`src/rtl/splitter_pkg.sv`:
```
package splitter_pkg;

   typedef enum logic [2:0] {
      CLS_OTHER  = 3'd0,
      CLS_LDD    = 3'd1,
      CLS_ST     = 3'd2,
      CLS_STD    = 3'd3,
      CLS_SWAP   = 3'd4,
      CLS_LDSTUB = 3'd5
   } op_class_e;

   typedef enum logic [1:0] {
      SLOT_PASS  = 2'd0,
      SLOT_ADDR  = 2'd1,
      SLOT_LOAD  = 2'd2,
      SLOT_STORE = 2'd3
   } slot_op_e;

   localparam int MAX_SLOTS = 3;

   // number of pipeline slots taken by a class
   function automatic int slot_count(logic [2:0] c);
      case (c)
         CLS_LDD, CLS_ST:                return 2;
         CLS_STD, CLS_SWAP, CLS_LDSTUB:  return 3;
         default:                        return 1;
      endcase
   endfunction

   function automatic logic is_atomic(logic [2:0] c);
      return (c == CLS_SWAP) || (c == CLS_LDSTUB);
   endfunction

endpackage

```
`src/rtl/splitter_seq.sv`:
```
module splitter_seq
   import splitter_pkg::*;
#(
   parameter int REG_W = 5,
   parameter int CNT_W = 2
) (
   input  logic             clk,
   input  logic             rst_n,
   input  logic             in_valid,
   input  logic [2:0]       in_class,
   input  logic [REG_W-1:0] in_rd,
   input  logic             in_stall,
   output logic [2:0]       live_cls,
   output logic [REG_W-1:0] live_rd,
   output logic [CNT_W-1:0] cnt,
   output logic             active,
   output logic             last
);

   logic [CNT_W-1:0] cnt_q;
   logic [2:0]       cls_q;
   logic [REG_W-1:0] rd_q;
   logic             first_slot;

   assign first_slot = (cnt_q == '0);

   always_comb begin
      live_cls = first_slot ? in_class : cls_q;
      live_rd  = first_slot ? in_rd    : rd_q;
      active   = !first_slot || in_valid;
      last     = (int'(cnt_q) == slot_count(live_cls) - 1);
   end

   always_ff @(posedge clk) begin
      if (!rst_n) begin
         cnt_q <= '0;
         cls_q <= '0;
         rd_q  <= '0;
      end else if (active && !in_stall) begin
         cnt_q <= last ? '0 : cnt_q + 1'b1;
         if (first_slot) begin
            cls_q <= in_class;
            rd_q  <= in_rd;
         end
      end
   end

   assign cnt = cnt_q;

endmodule

```
`src/rtl/splitter_slot.sv`:
```
module splitter_slot
   import splitter_pkg::*;
#(
   parameter int REG_W      = 5,
   parameter int CNT_W      = 2,
   parameter int OFF_W      = 3,
   parameter int WORD_BYTES = 4
) (
   input  logic             active,
   input  logic [2:0]       cls,
   input  logic [REG_W-1:0] rd,
   input  logic [CNT_W-1:0] cnt,
   output logic [1:0]       op,
   output logic             hi,
   output logic [OFF_W-1:0] off,
   output logic             rd_en,
   output logic [REG_W-1:0] rd_sel,
   output logic             wr_en,
   output logic [REG_W-1:0] wr_sel
);

   localparam logic [OFF_W-1:0] LOW_OFF = OFF_W'(WORD_BYTES);

   logic             step0;
   logic             step2;
   logic [REG_W-1:0] pair_even;
   logic [REG_W-1:0] pair_odd;

   assign step0     = (cnt == '0);
   assign step2     = (cnt == CNT_W'(2));
   assign pair_even = {rd[REG_W-1:1], 1'b0};
   assign pair_odd  = {rd[REG_W-1:1], 1'b1};

   always_comb begin
      op     = SLOT_PASS;
      hi     = 1'b0;
      off    = '0;
      rd_en  = 1'b0;
      rd_sel = '0;
      wr_en  = 1'b0;
      wr_sel = '0;
      if (active) begin
         case (cls)
            CLS_LDD: begin
               op     = SLOT_LOAD;
               hi     = step0;
               off    = step0 ? '0 : LOW_OFF;
               wr_en  = 1'b1;
               wr_sel = step0 ? pair_even : pair_odd;
            end
            CLS_ST: begin
               if (step0) begin
                  op = SLOT_ADDR;
               end else begin
                  op     = SLOT_STORE;
                  hi     = 1'b1;
                  rd_en  = 1'b1;
                  rd_sel = rd;
               end
            end
            CLS_STD: begin
               if (step0) begin
                  op = SLOT_ADDR;
               end else begin
                  op     = SLOT_STORE;
                  hi     = !step2;
                  off    = step2 ? LOW_OFF : '0;
                  rd_en  = 1'b1;
                  rd_sel = step2 ? pair_odd : pair_even;
               end
            end
            CLS_SWAP, CLS_LDSTUB: begin
               if (step0) begin
                  op     = SLOT_ADDR;
                  rd_en  = (cls == CLS_SWAP);
                  rd_sel = (cls == CLS_SWAP) ? rd : '0;
               end else if (!step2) begin
                  op     = SLOT_LOAD;
                  hi     = 1'b1;
                  wr_en  = 1'b1;
                  wr_sel = rd;
               end else begin
                  op = SLOT_STORE;
                  hi = 1'b1;
               end
            end
            default: op = SLOT_PASS;
         endcase
      end
   end

endmodule

```
`src/rtl/splitter_sdata.sv`:
```
module splitter_sdata #(
   parameter int DATA_W   = 32,
   parameter bit FILL_ALL = 1'b1
) (
   input  logic              clk,
   input  logic              rst_n,
   input  logic              capture,
   input  logic              take_reg,
   input  logic [DATA_W-1:0] reg_data,
   output logic [DATA_W-1:0] st_data
);

   logic [DATA_W-1:0] fill;
   logic [DATA_W-1:0] data_q;

   generate
      if (FILL_ALL) begin : g_fill_word
         assign fill = '1;
      end else begin : g_fill_byte
         assign fill = DATA_W'(8'hFF);
      end
   endgenerate

   always_ff @(posedge clk) begin
      if (!rst_n)
         data_q <= '0;
      else if (capture)
         data_q <= take_reg ? reg_data : fill;
   end

   assign st_data = data_q;

endmodule

```
`src/rtl/decode_splitter.sv`:
```
module decode_splitter
   import splitter_pkg::*;
#(
   parameter int REG_W    = 5,
   parameter int DATA_W   = 32,
   parameter int OFF_W    = 3,
   parameter bit FILL_ALL = 1'b1
) (
   input  logic              clk,
   input  logic              rst_n,
   input  logic              in_valid,
   input  logic [2:0]        in_class,
   input  logic [REG_W-1:0]  in_rd,
   input  logic [DATA_W-1:0] in_rd_data,
   input  logic              in_stall,
   output logic              slot_valid,
   output logic [1:0]        slot_op,
   output logic              slot_hi,
   output logic [OFF_W-1:0]  slot_off,
   output logic              rf_rd_en,
   output logic [REG_W-1:0]  rf_rd_sel,
   output logic              rf_wr_en,
   output logic [REG_W-1:0]  rf_wr_sel,
   output logic [DATA_W-1:0] st_data,
   output logic              busy
);

   localparam int WORD_BYTES = DATA_W / 8;
   localparam int CNT_W      = $clog2(MAX_SLOTS);

   generate
      if (REG_W < 2) begin : g_bad_reg
         $error("decode_splitter: REG_W must allow register pairs");
      end
      if (DATA_W < 8 || (DATA_W % 8) != 0) begin : g_bad_data
         $error("decode_splitter: DATA_W must be a whole number of bytes");
      end
      if ((1 << OFF_W) <= WORD_BYTES) begin : g_bad_off
         $error("decode_splitter: OFF_W too narrow for the second word offset");
      end
   endgenerate

   logic [2:0]       cls_w;
   logic [REG_W-1:0] rd_w;
   logic [CNT_W-1:0] cnt_w;
   logic             active_w;
   logic             last_w;
   logic             capture_w;

   splitter_seq #(.REG_W(REG_W), .CNT_W(CNT_W)) i_seq (
      .clk      (clk),
      .rst_n    (rst_n),
      .in_valid (in_valid),
      .in_class (in_class),
      .in_rd    (in_rd),
      .in_stall (in_stall),
      .live_cls (cls_w),
      .live_rd  (rd_w),
      .cnt      (cnt_w),
      .active   (active_w),
      .last     (last_w)
   );

   splitter_slot #(
      .REG_W(REG_W), .CNT_W(CNT_W), .OFF_W(OFF_W), .WORD_BYTES(WORD_BYTES)
   ) i_slot (
      .active (active_w),
      .cls    (cls_w),
      .rd     (rd_w),
      .cnt    (cnt_w),
      .op     (slot_op),
      .hi     (slot_hi),
      .off    (slot_off),
      .rd_en  (rf_rd_en),
      .rd_sel (rf_rd_sel),
      .wr_en  (rf_wr_en),
      .wr_sel (rf_wr_sel)
   );

   assign capture_w = in_valid && (cnt_w == '0) && !in_stall && is_atomic(in_class);

   splitter_sdata #(.DATA_W(DATA_W), .FILL_ALL(FILL_ALL)) i_sdata (
      .clk      (clk),
      .rst_n    (rst_n),
      .capture  (capture_w),
      .take_reg (in_class == CLS_SWAP),
      .reg_data (in_rd_data),
      .st_data  (st_data)
   );

   assign slot_valid = active_w;
   assign busy       = active_w && !last_w;

endmodule

```
`config.mk`:
```
export PLATFORM = sky130hd
export DESIGN_NAME = decode_splitter
export DESIGN_NICKNAME = d
export VERILOG_FILES = /design/src/rtl/splitter_pkg.sv /design/src/rtl/splitter_seq.sv /design/src/rtl/splitter_slot.sv /design/src/rtl/splitter_sdata.sv /design/src/rtl/decode_splitter.sv
export SDC_FILE = /design/constraint.sdc
export NUM_CORES = 1
export LEC_CHECK = 0
export ABC_AREA = 0
export CAP_MARGIN = 20
export CORE_ASPECT_RATIO = 1.5
export CORE_MARGIN = 2
export CORE_UTILIZATION = 55
export DETAILED_ROUTE_END_ITERATION = 10
export DONT_BUFFER_PORTS = 1
export GPL_ROUTABILITY_DRIVEN = 0
export GPL_TIMING_DRIVEN = 0
export HOLD_SLACK_MARGIN = 0.06
export PLACE_DENSITY = 0.78
export REMOVE_ABC_BUFFERS = 1
export SLEW_MARGIN = 20
export SYNTH_ARGS = -nofsm -noshare
export SYNTH_HDL_FRONTEND = slang
export SYNTH_SLANG_ARGS = --single-unit
```
`constraint.sdc`:
```
create_clock -name clk -period 2 [get_ports clk]
set_input_delay 0.4 -clock clk [delete_from_list [all_inputs] [get_ports clk]]
set_output_delay 0.4 -clock clk [all_outputs]
set_load 0.02 [all_outputs]
```
==> reports/results.txt <==
Status -> complete, but fails checks
Failing checks -> setup timing
Top FF cell, synth -> dfxtp_1
Worst Path Max Fanout -> 7
Initial Util -> 58.3%
Crit path buf inv count -> 3
Ys async rst share -> 0%
Startpoint Class -> flop
Worst r2r dst -> i_sdata.st_data[14]$_SDFFE_PN0P_
Max-slew headroom -> 61.6%
Final Skew -> 0.00564 ns
Post-synth design cell area -> 0.00201 mm^2
Layout fillers -> 213
Final Setup Violations -> 42
Syn_area_per_cell -> 9.35 um^2
Initial antenna violation count -> 0
CP arrival -> 1.90 ns
Clock latency on the worst-skew pair -> 0.29 ns
Reg2Reg Setup Slack -> -0.03 ns
PnR worst setup slack -> -0.299 ns
Critical path's slowest cell -> or3_4
Final max-slew violation count -> 0
GRT Resource Usage Total -> 28.5%
Slew @ Worst Pin -> 0.572 ns
Share of cells above drive strength 1 -> 42.5%
Period minus WS final -> 2.30 ns
CTS Buffer Depth -> 2
# DRC -> 0
Layout area overhead -> 35.2%
Total power -> 1.92 mW
CTS root buf -> clkbuf_8
Met2 GRT Util -> 49.3%
Footprint of the multi-input gates -> 0.00144 mm^2
Sw Ratio -> 30.2%
Die extent in x -> 53.4 um
Met3 track demand over resource -> 7.22%
Final hold viol count -> 0
Worst reg2reg startpoint -> i_seq.cnt[0]$_SDFFE_PN0P_
Row count -> 26
HPWL Detailed -> 3340 um
Nets@finish -> 279
ANT cells -> 0
Ys Warns -> 0
Synthesized netlist cell count -> 215
Achievable Freq -> 435 MHz
Sequential-to-total area share from yosys stat -> 41.8%
Routing usage on met1 -> 30.9%
Worst-path cell chain -> inv_2 > ha_4 > buf_6 > buf_4 > a21boi_4 > or3_4 > a21oi_4
Synthesized flop and latch total -> 42
Total grt overflow -> 0
Register share of total power -> 49.2%
Post-route clock period utilization -> 115%
Number of DRC violations after detailed-routing iteration 0 -> 68
Pre-CTS setup slack -> -0.813 ns
Cell-internal power -> 1.34 mW
Hold Path Sink -> i_seq.cls_q[1]$_SDFFE_PN0P_
FF+latch area -> 852 um^2
DR vias -> 1942
Cell family with most CP delay -> simple AND/OR/NAND/NOR gates
GRT Max-Usage Layer -> met2
Global-route wire length before repair -> 8830 um
Cell Pwr Density -> 708 mW/mm^2
Largest net degree at the start of global routing -> 45
IO Port Bufs -> 0
Drt wl/cell -> 25.1 um
CTS Hold Bufs -> 0
Peak supply drop -> 0.579 mV
Post-synth EDFFs -> 0
Die Area -> 0.00417 mm^2
Core area -> 0.00345 mm^2
Via density -> 7.06
CTS Buf Count -> 5
Die Y -> 78.1 um
Logic gate share of total power -> 22.6%
Hold_sp -> rst_n
RSZ-0062 raised after global routing -> true
Max H-tree Level -> 2
Crit path from -> i_seq.cnt[0]$_SDFFE_PN0P_
First drt pass iteration count -> 4
Final wirelength -> 6910 um
P_leak -> 0.933 nW
Clock tree from TritonCTS -> yes
Ports -> 96
WHS Path Cells -> 1
Unique masters post-synth -> 42
Clk pwr share -> 28.1%
Antenna Violating Nets Remaining -> 0
Number of global-route vias before repair -> 1872
Crit-path max cell delay -> 0.42 ns
WS Path Type -> flop to primary output
Clk slew on worst S/H paths -> 0.07 ns
Switching Power -> 0.581 mW
Data required, critical path -> 1.60 ns
CP endpoint kind -> primary output
Worst Reg-to-Reg Cells -> 8
Sink Count -> 42
HP Class -> primary input to flop
Max_cap viols -> 0
[final cells by class]
| cell class | instances | share of cell area (%) |
|---|---|---|
| Clock buffer | 7 | 3.18 |
| Clock inverter | 1 | 0.184 |
| Timing Repair Buffer | 28 | 9.16 |
| Inverter | 7 | 1.06 |
| Sequential cell | 42 | 31.4 |
| Multi-Input combinational cell | 148 | 53.1 |
| Tap cell | 42 | 1.93 |
[through the flow]
stage | util [%] | hold slack (ns) | cells | setup TNS (ns) | area (um^2)
2_1_floorplan | - | 0.448 | 194 | -24.15 | 1900
3_3_place_gp | 56.5 | 0.459 | 236 | -43.81 | 1950
3_5_place_dp | 57.0 | 0.472 | 237 | -34.73 | 1970
4_1_cts | 73.3 | 0.227 | 261 | -1.69 | 2530
5_1_grt | 78.8 | 0.209 | 275 | -5.55 | 2720
6_report | 78.8 | 0.229 | 275 | -3.51 | 2720
[synthesized netlist by cell type (2+ instances only)]
cell type / count / area share, %
nor2_1: 20 / 3.7
a211oi_1: 3 / 1.1
ha_1: 3 / 1.9
o22ai_1: 2 / 0.62
nand3_1: 2 / 0.50
dfxtp_1: 42 / 42
buf_6: 3 / 1.7
o32ai_1: 2 / 0.87
o21ai_0: 2 / 0.50
a21oi_1: 7 / 1.7
clkbuf_1: 11 / 2.1
inv_1: 7 / 1.3
nor2b_1: 3 / 0.93
buf_2: 5 / 1.2
a21boi_0: 8 / 3.0
xor2_1: 3 / 1.3
buf_4: 2 / 0.75
nand2_1: 21 / 3.9
o221a_1: 32 / 18
nor3_1: 2 / 0.50
a22oi_1: 8 / 3.0
nand2b_1: 4 / 1.2
or3_1: 4 / 1.2
[state kept, by name (all words and copies together), names as in the netlist]
name,cells
i_sdata.st_data,32
i_seq.rd_q,5
i_seq.cls_q,3
i_seq.cnt,2
[per-layer routing]
layer	wire length, um	vias to the layer above	part of all wire, %
met3	564	39	8.2
li1	-	837	-
met4	406	0	5.9
met1	2400	926	35
met2	3540	140	51
met5	0	-	0
[cell usage in the layout, fill, tap and decap left out, types with 3 or more instances in the layout]
master,Yosys,layout
nand2_1,21,19
nor2_1,20,8
a21boi_0,8,7
buf_6,3,5
dfxtp_2,0,3
clkbuf_8,0,6
inv_2,0,4
o221a_1,32,32
nor2_4,0,12
a211oi_4,0,3
or3_4,0,5
buf_4,2,21
a21oi_4,0,4
xor2_1,3,3
nand2b_1,4,4
a22oi_2,0,8
dfxtp_1,42,37
[worst reg2reg max path: stages, from the launching register on]
cell and delay [ns]:
dfxtp_2 0.33, inv_2 0.08, ha_4 0.20, buf_6 0.15, buf_4 0.13, nand2_4 0.07
or2_4 0.29, or3_4 0.40, o221a_1 0.27
[repair_timing]
action,4_1_cts,5_1_grt
pin swaps,17,20
setup endpoints to repair,52,49
setup buffers,14,13
endpoints found under the hold margin,0,0
cloned,2,1
resized for setup,86,18
[how the worst max path moves through the flow]
| stage | depth (start not counted) | endpoint |
|---|---|---|
| after CTS | 6 | busy |
| after global placement | 6 | i_sdata.st_data[13]$_SDFFE_PN0P_ |
| final | 7 | rf_rd_sel[0] |
| after floorplan | 6 | i_sdata.st_data[0]$_SDFFE_PN0P_ |
| after global routing | 7 | slot_op[0] |
| after detailed placement | 6 | i_sdata.st_data[10]$_SDFFE_PN0P_ |
[power by group through the flow]
stage	clock, mW	sequential, mW	combinational, mW
after floorplan	0	0.945	0.169
after global placement	0	0.955	0.190
after detailed placement	0	0.956	0.205
after CTS	0.555	0.941	0.350
after global routing	0.600	0.950	0.457
final	0.541	0.947	0.435
[cell families (layout without fill, tap and decap cells)]
family	count (synthesis)	after routing	synth area share, %
flip-flops	42	42	41.8
AO/OA/AOI/OAI	72	72	32.2
other	1	2	0.187
buffers and inverters	29	43	7.22
AND/OR/NAND/NOR	64	67	14.9
XOR/XNOR	4	4	1.74
adder cells (fa/ha/maj)	3	3	1.87
(Power assumes the default switching activity.)
